## config.mk

```make
export PLATFORM = sky130hd
export DESIGN_NAME = brn_unit
export DESIGN_NICKNAME = d
export VERILOG_FILES = /design/src/rtl/brn_pkg.sv /design/src/rtl/brn_decode.sv /design/src/rtl/brn_cond.sv /design/src/rtl/brn_pc.sv /design/src/rtl/brn_unit.sv
export SDC_FILE = /design/constraint.sdc
export NUM_CORES = 1
export LEC_CHECK = 0
export BUFFER_PORTS_ARGS = -buffer_cell sky130_fd_sc_hd__buf_4
export CAP_MARGIN = 20
export CORE_AREA = 2 2 75 63
export DETAILED_ROUTE_END_ITERATION = 7
export DIE_AREA = 0 0 77 65
export MAX_ROUTING_LAYER = met4
export PLACE_DENSITY = 0.57
export SLEW_MARGIN = 20
export SYNTH_ARGS = -nofsm -noshare
export SYNTH_HDL_FRONTEND = slang
export SYNTH_SLANG_ARGS = --single-unit
```

## constraint.sdc

```tcl
create_clock -name clk -period 0.8 [get_ports clk]
set_clock_uncertainty 0.05 [all_clocks]
set_input_delay 0.16 -clock clk [delete_from_list [all_inputs] [get_ports clk]]
set_output_delay 0.16 -clock clk [all_outputs]
set_load 0.02 [all_outputs]
```

## src/rtl/brn_pkg.sv

```systemverilog
package brn_pkg;

  // Condition source selected by the decoder
  typedef enum logic [1:0] {
    BK_NONE  = 2'd0,
    BK_CARRY = 2'd1,
    BK_ZERO  = 2'd2,
    BK_UFLAG = 2'd3
  } brn_kind_e;

  // Decoded branch: which flag to test and the level that makes it taken
  typedef struct packed {
    brn_kind_e kind;
    logic      want_set;
  } brn_dec_s;

  // Upper-nibble codes of the group; bit 2 of the nibble gives the polarity
  localparam logic [3:0] HI_CORE_SET = 4'hD;
  localparam logic [3:0] HI_CORE_CLR = 4'h9;
  localparam logic [3:0] HI_USR_SET  = 4'hF;
  localparam logic [3:0] HI_USR_CLR  = 4'hB;

  // Lower-nibble codes of the core-flag forms
  localparam logic [3:0] LO_CARRY    = 4'hC;
  localparam logic [3:0] LO_ZERO     = 4'hD;

endpackage

```

## src/rtl/brn_decode.sv

```systemverilog
module brn_decode
  import brn_pkg::*;
#(
  parameter int OP_W  = 8,
  parameter int IDX_W = 4
) (
  input  logic [OP_W-1:0]  opcode,
  output brn_dec_s         dec,
  output logic [IDX_W-1:0] flag_idx
);

  localparam int NIB_W = OP_W / 2;

  logic [NIB_W-1:0] hi_nib;
  logic [NIB_W-1:0] lo_nib;
  logic             core_form;
  logic             user_form;
  logic             pol_set;

  assign hi_nib   = opcode[OP_W-1 -: NIB_W];
  assign lo_nib   = opcode[NIB_W-1:0];
  assign flag_idx = opcode[IDX_W-1:0];

  always_comb begin
    core_form = (hi_nib == NIB_W'(HI_CORE_SET)) || (hi_nib == NIB_W'(HI_CORE_CLR));
    user_form = (hi_nib == NIB_W'(HI_USR_SET))  || (hi_nib == NIB_W'(HI_USR_CLR));
    pol_set   = (hi_nib == NIB_W'(HI_CORE_SET)) || (hi_nib == NIB_W'(HI_USR_SET));
  end

  always_comb begin
    dec.kind     = BK_NONE;
    dec.want_set = pol_set;
    if (user_form) begin
      dec.kind = BK_UFLAG;
    end else if (core_form) begin
      if (lo_nib == NIB_W'(LO_CARRY)) begin
        dec.kind = BK_CARRY;
      end else if (lo_nib == NIB_W'(LO_ZERO)) begin
        dec.kind = BK_ZERO;
      end
    end
  end

endmodule

```

## src/rtl/brn_cond.sv

```systemverilog
module brn_cond
  import brn_pkg::*;
#(
  parameter int NFLAG = 16,
  parameter int IDX_W = 4
) (
  input  brn_dec_s         dec,
  input  logic [IDX_W-1:0] flag_idx,
  input  logic             carry,
  input  logic             zero,
  input  logic [NFLAG-1:0] uflags,
  output logic             decoded,
  output logic             hit
);

  logic [NFLAG-1:0] sel_bits;
  logic             user_lvl;
  logic             test_lvl;

  // One-hot AND-OR selection of the user flag
  for (genvar g = 0; g < NFLAG; g++) begin : g_usel
    assign sel_bits[g] = uflags[g] & (flag_idx == IDX_W'(g));
  end

  assign user_lvl = |sel_bits;

  always_comb begin
    unique case (dec.kind)
      BK_CARRY: test_lvl = carry;
      BK_ZERO:  test_lvl = zero;
      BK_UFLAG: test_lvl = user_lvl;
      default:  test_lvl = 1'b0;
    endcase
  end

  assign decoded = (dec.kind != BK_NONE);
  assign hit     = decoded && (test_lvl == dec.want_set);

endmodule

```

## src/rtl/brn_pc.sv

```systemverilog
module brn_pc #(
  parameter int PC_W  = 12,
  parameter int OFF_W = 8,
  parameter int STEP  = 2
) (
  input  logic [PC_W-1:0]  pc_cur,
  input  logic [OFF_W-1:0] target,
  input  logic             taken,
  output logic [PC_W-1:0]  pc_next
);

  logic [PC_W-1:0] fall_pc;
  logic [PC_W-1:0] jump_pc;

  assign fall_pc = pc_cur + PC_W'(STEP);

  if (PC_W > OFF_W) begin : g_paged
    assign jump_pc = {pc_cur[PC_W-1:OFF_W], target};
  end else begin : g_flat
    assign jump_pc = target[PC_W-1:0];
  end

  assign pc_next = taken ? jump_pc : fall_pc;

endmodule

```

## src/rtl/brn_unit.sv

```systemverilog
module brn_unit
  import brn_pkg::*;
#(
  parameter int PC_W  = 12,
  parameter int OFF_W = 8,
  parameter int OP_W  = 8,
  parameter int NFLAG = 16,
  parameter int STEP  = 2
) (
  input  logic             clk,
  input  logic             rst_n,
  input  logic             issue_i,
  input  logic [OP_W-1:0]  opcode_i,
  input  logic [OFF_W-1:0] target_i,
  input  logic [PC_W-1:0]  pc_i,
  input  logic             carry_i,
  input  logic             zero_i,
  input  logic [NFLAG-1:0] uflags_i,
  output logic             dec_valid_o,
  output logic             taken_o,
  output logic [PC_W-1:0]  pc_next_o
);

  localparam int IDX_W  = $clog2(NFLAG);
  localparam int SYNC_N = 2;

  // Reset: asserted asynchronously, released through a short synchroniser
  logic [SYNC_N-1:0] rst_sync_q;
  logic              rst_int_n;

  always_ff @(posedge clk or negedge rst_n) begin
    if (!rst_n) begin
      rst_sync_q <= '0;
    end else begin
      rst_sync_q <= {rst_sync_q[SYNC_N-2:0], 1'b1};
    end
  end

  assign rst_int_n = rst_sync_q[SYNC_N-1];

  // Combinational datapath
  brn_dec_s         dec;
  logic [IDX_W-1:0] flag_idx;
  logic             decoded;
  logic             hit;
  logic [PC_W-1:0]  pc_calc;

  brn_decode #(.OP_W(OP_W), .IDX_W(IDX_W)) u_decode (
    .opcode   (opcode_i),
    .dec      (dec),
    .flag_idx (flag_idx)
  );

  brn_cond #(.NFLAG(NFLAG), .IDX_W(IDX_W)) u_cond (
    .dec      (dec),
    .flag_idx (flag_idx),
    .carry    (carry_i),
    .zero     (zero_i),
    .uflags   (uflags_i),
    .decoded  (decoded),
    .hit      (hit)
  );

  brn_pc #(.PC_W(PC_W), .OFF_W(OFF_W), .STEP(STEP)) u_pc (
    .pc_cur   (pc_i),
    .target   (target_i),
    .taken    (hit),
    .pc_next  (pc_calc)
  );

  // Next state
  logic            vld_d;
  logic            taken_d;
  logic            pc_en;
  logic [PC_W-1:0] pc_d;

  always_comb begin
    vld_d   = issue_i && decoded;
    taken_d = issue_i && hit;
    pc_en   = vld_d;
    pc_d    = pc_calc;
  end

  // Registers
  logic            vld_q;
  logic            taken_q;
  logic [PC_W-1:0] pc_q;

  always_ff @(posedge clk or negedge rst_int_n) begin
    if (!rst_int_n) begin
      vld_q   <= 1'b0;
      taken_q <= 1'b0;
    end else begin
      vld_q   <= vld_d;
      taken_q <= taken_d;
    end
  end

  always_ff @(posedge clk or negedge rst_int_n) begin
    if (!rst_int_n) begin
      pc_q <= '0;
    end else if (pc_en) begin
      pc_q <= pc_d;
    end
  end

  assign dec_valid_o = vld_q;
  assign taken_o     = taken_q;
  assign pc_next_o   = pc_q;

endmodule

```

==> summary.txt <==
Setup path
  – Critical R2R Launch: pc_next_o[5]
  – CP max FO: 7
  – Buf/Inv on CP: 1
  – Critical Path Source Type: input port
  – Cell family with most CP delay: simple AND/OR/NAND/NOR gates
  – Crit-path cells: buf_12 > mux2i_2 > nor3b_2 > or4_4 > o21ai_4 > a21oi_4 > or4_1 > a31oi_1
  – Crit Path Category: input port to flip-flop
  – CP peak stage delay: 0.55 ns
  – Arr. time, crit path: 2.02 ns
  – Slowest CP cell: or4_4
  – Critical path endpoint category: flip-flop
  – Setup crit start: opcode_i[1]
  – Data required, critical path: 0.92 ns

Route
  – Detailed Routing Iterations Pass 1: 4
  – Total wire length: 3920 µm
  – Antenna-violating nets left: 0
  – Via count: 1509
  – Residual DRC: 0
  – Avg WL per Cell: 12.5 µm
  – Initial DRC Count: 63
  – Vias/cell: 4.82

STA
  – Unrepaired setup endpoints after global routing: true
  – Fin worst setup slack: -1.10 ns
  – Fmax: 0.527 GHz
  – Hold slack: 0.121 ns
  – Final setup violation count: 28
  – Min Tclk post-route: 1.90 ns
  – Final Hold Vio Count: 0
  – Slew Limit Fails: 0
  – Period utilization: 237%

Global route
  – Global-route wire length before repair: 6460 µm
  – Gr usage total: 16.4%
  – Number of global-route vias before repair: 1473
  – Total global routing overflow: 0
  – Largest net degree at the start of global routing: 20
  – Number of antenna violations at the first check in global routing: 0

Logic synthesis
  – Post-synthesis mux area share: 8.79%
  – Post-synthesis cell count: 143
  – Synth Flop Type: dfrtp_1
  – Unique masters post-synth: 51
  – Register area share after synthesis: 31.3%
  – Area contributors post-synth: dfrtp_1 31%, mux2i_1 7.0%, nand2_1 5.0%
  – Simple-Gate Fraction of Synth Area: 32.0%
  – Yosys top cell by area: dfrtp_1
  – Register bit total from synthesis: 16
  – YS warnings: 0
  – Synth async-reset ratio: 100%
  – Top cell type's share of synthesized area: 31.3%
  – Post-synth EDFFs: 0
  – Largest family of logic cells by synthesized area: simple AND/OR/NAND/NOR gates
  – Mapped Nets: 193
  – Netlist Area Pre-Place: 1280 µm²
  – Synth Area in Compound Gates: 18.0%
  – Synthesized-area fraction occupied by adder cells: 0.977%
  – Syn_area_per_cell: 8.96 µm²
  – Xor/xnor cell area share of the yosys netlist: 4.00%

Die
  – Core area: 4350 µm²
  – Row count: 22
  – Die X: 77 µm
  – Initial Util: 29.5%
  – Chip Height: 65 µm
  – IO Count: 63
  – DIE AREA: 5010 µm²

Clock network
  – Cts bufs inserted: 3
  – Clock transition at path regs: 0.06 ns
  – CTS HTree Levels: 1
  – CTS root buffer: clkbuf_8
  – Clock sinks: 16
  – Clk_lat worst skew: 0.25 ns
  – Clock Tree Buf Depth: 2
  – CTS tree: built

Power and ir drop
  – Power per cell area: 1370 nW/µm²
  – Worst vdd ir: 0.552 mV
  – Leakage: 1.10 nW

Placed design
  – GPL Wtd Cong: 0.831
  – Dpl hpwl: 2930 µm
  – PortBufs: 62

Run
  – Max_cap viols: 0

Layout
  – Number of diodes: 0
  – Layout cell share with drive strength beyond 1: 56.5%
  – Most frequent cells in the layout: 85 x buf_4, 21 x buf_6, 16 x dfrtp_1, 13 x nand2_1, 10 x nand3_1
  – Nets: 304
  – Final Core Density: 56.2%
  – Commonest non-fill, non-tap cell in the layout: buf_4
  – Synthesis-to-layout area growth: 90.6%

Status
  – Failing checks: negative setup slack
  – Outcome: finished with violations

Min path
  – Type of the most critical hold path: flip-flop to asynchronous set/reset pin
-- cell families (layout without fill, tap and decap cells) --
| family | count (synthesis) | in the layout |
|---|---|---|
| adder cells (fa/ha/maj) | 1 | 1 |
| AO/OA/AOI/OAI | 29 | 29 |
| AND/OR/NAND/NOR | 72 | 72 |
| flip-flops | 16 | 16 |
| other | 1 | 1 |
| multiplexers | 11 | 11 |
| buffers and inverters | 8 | 118 |
| XOR/XNOR | 5 | 5 |
-- sequential cells by signal (all words and copies together) (netlist names) --
signal       count
rst_sync_q       2
taken_o          1
dec_valid_o      1
pc_next_o       12
-- power breakdown --
group	switching, mW	leakage, nW	internal [mW]	total, mW
clock	0.270	0.0288	0.437	0.707
combinational	0.646	0.886	0.928	1.57
sequential	0.110	0.189	0.964	1.07
-- metrics by stage --
stage | std cells | area, µm² | setup TNS, ns | worst slack [ns] | power [mW]
final | 313 | 2440 | -15.17 | -1.10 | 3.36
after detailed placement | 295 | 2070 | -18.10 | -1.41 | 2.30
after global placement | 295 | 2070 | -17.64 | -1.38 | 2.29
after CTS | 309 | 2320 | -16.38 | -1.13 | 3.26
after floorplan | 143 | 1310 | -14.80 | -1.24 | 1.65
after global routing | 313 | 2440 | -16.66 | -1.12 | 3.54
-- cells in the mapped netlist, types with 2 or more instances --
master	n
inv_1	2
mux2i_1	9
nor2_1	8
or4_1	4
nand3_1	10
dfrtp_1	16
and4_1	2
a31oi_1	5
o221a_1	5
xor2_1	3
nand4_1	7
nor3_1	4
o31ai_1	3
or3_1	3
nand3b_1	3
o21ai_1	2
a21oi_1	2
and3_2	2
o21ai_0	2
inv_2	2
o221ai_1	2
and3_1	2
nand2_1	17
-- per-layer routing --
| layer | part of all wire, % | vias up | global-route usage [%] |
|---|---|---|---|
| li1 | - | 778 | - |
| met2 | 48 | 36 | 28.1 |
| met5 | 0 | - | - |
| met4 | 1.2 | 0 | 6.70 |
| met1 | 47 | 690 | 20.0 |
| met3 | 3.8 | 5 | 1.81 |
-- path summary, 6_finish.rpt --
kind                           endpoint  slack (ns)  depth (start not counted)
setup / recovery           pc_next_o[8]       -1.10                          8
hold / removal             pc_next_o[8]        0.12                          1
setup reg to reg           pc_next_o[5]       -0.14                          2
hold reg to reg            pc_next_o[8]        0.12                          1
max in group asynchronous  pc_next_o[9]        0.41                          1
min in group clk           pc_next_o[4]        0.13                          2
-- cell type report --
class	count	area, µm²
repair buffers	110	945
clock buffers	4	55.1
flip-flops and latches	16	400
inverters	4	17.5
well taps	60	75.1
fillers	428	1910
multi-input cells	119	950
-- repair_timing --
action | CTS | global route
setup endpoints to repair | 28 | 28
gates resized for setup | 28 | 19
hold endpoints to repair | 2 | 0
hold buffers | 1 | 0
pin swaps | 9 | 17
buffers inserted | 9 | 4
No activity file was read; power rests on OpenSTA's default activity.
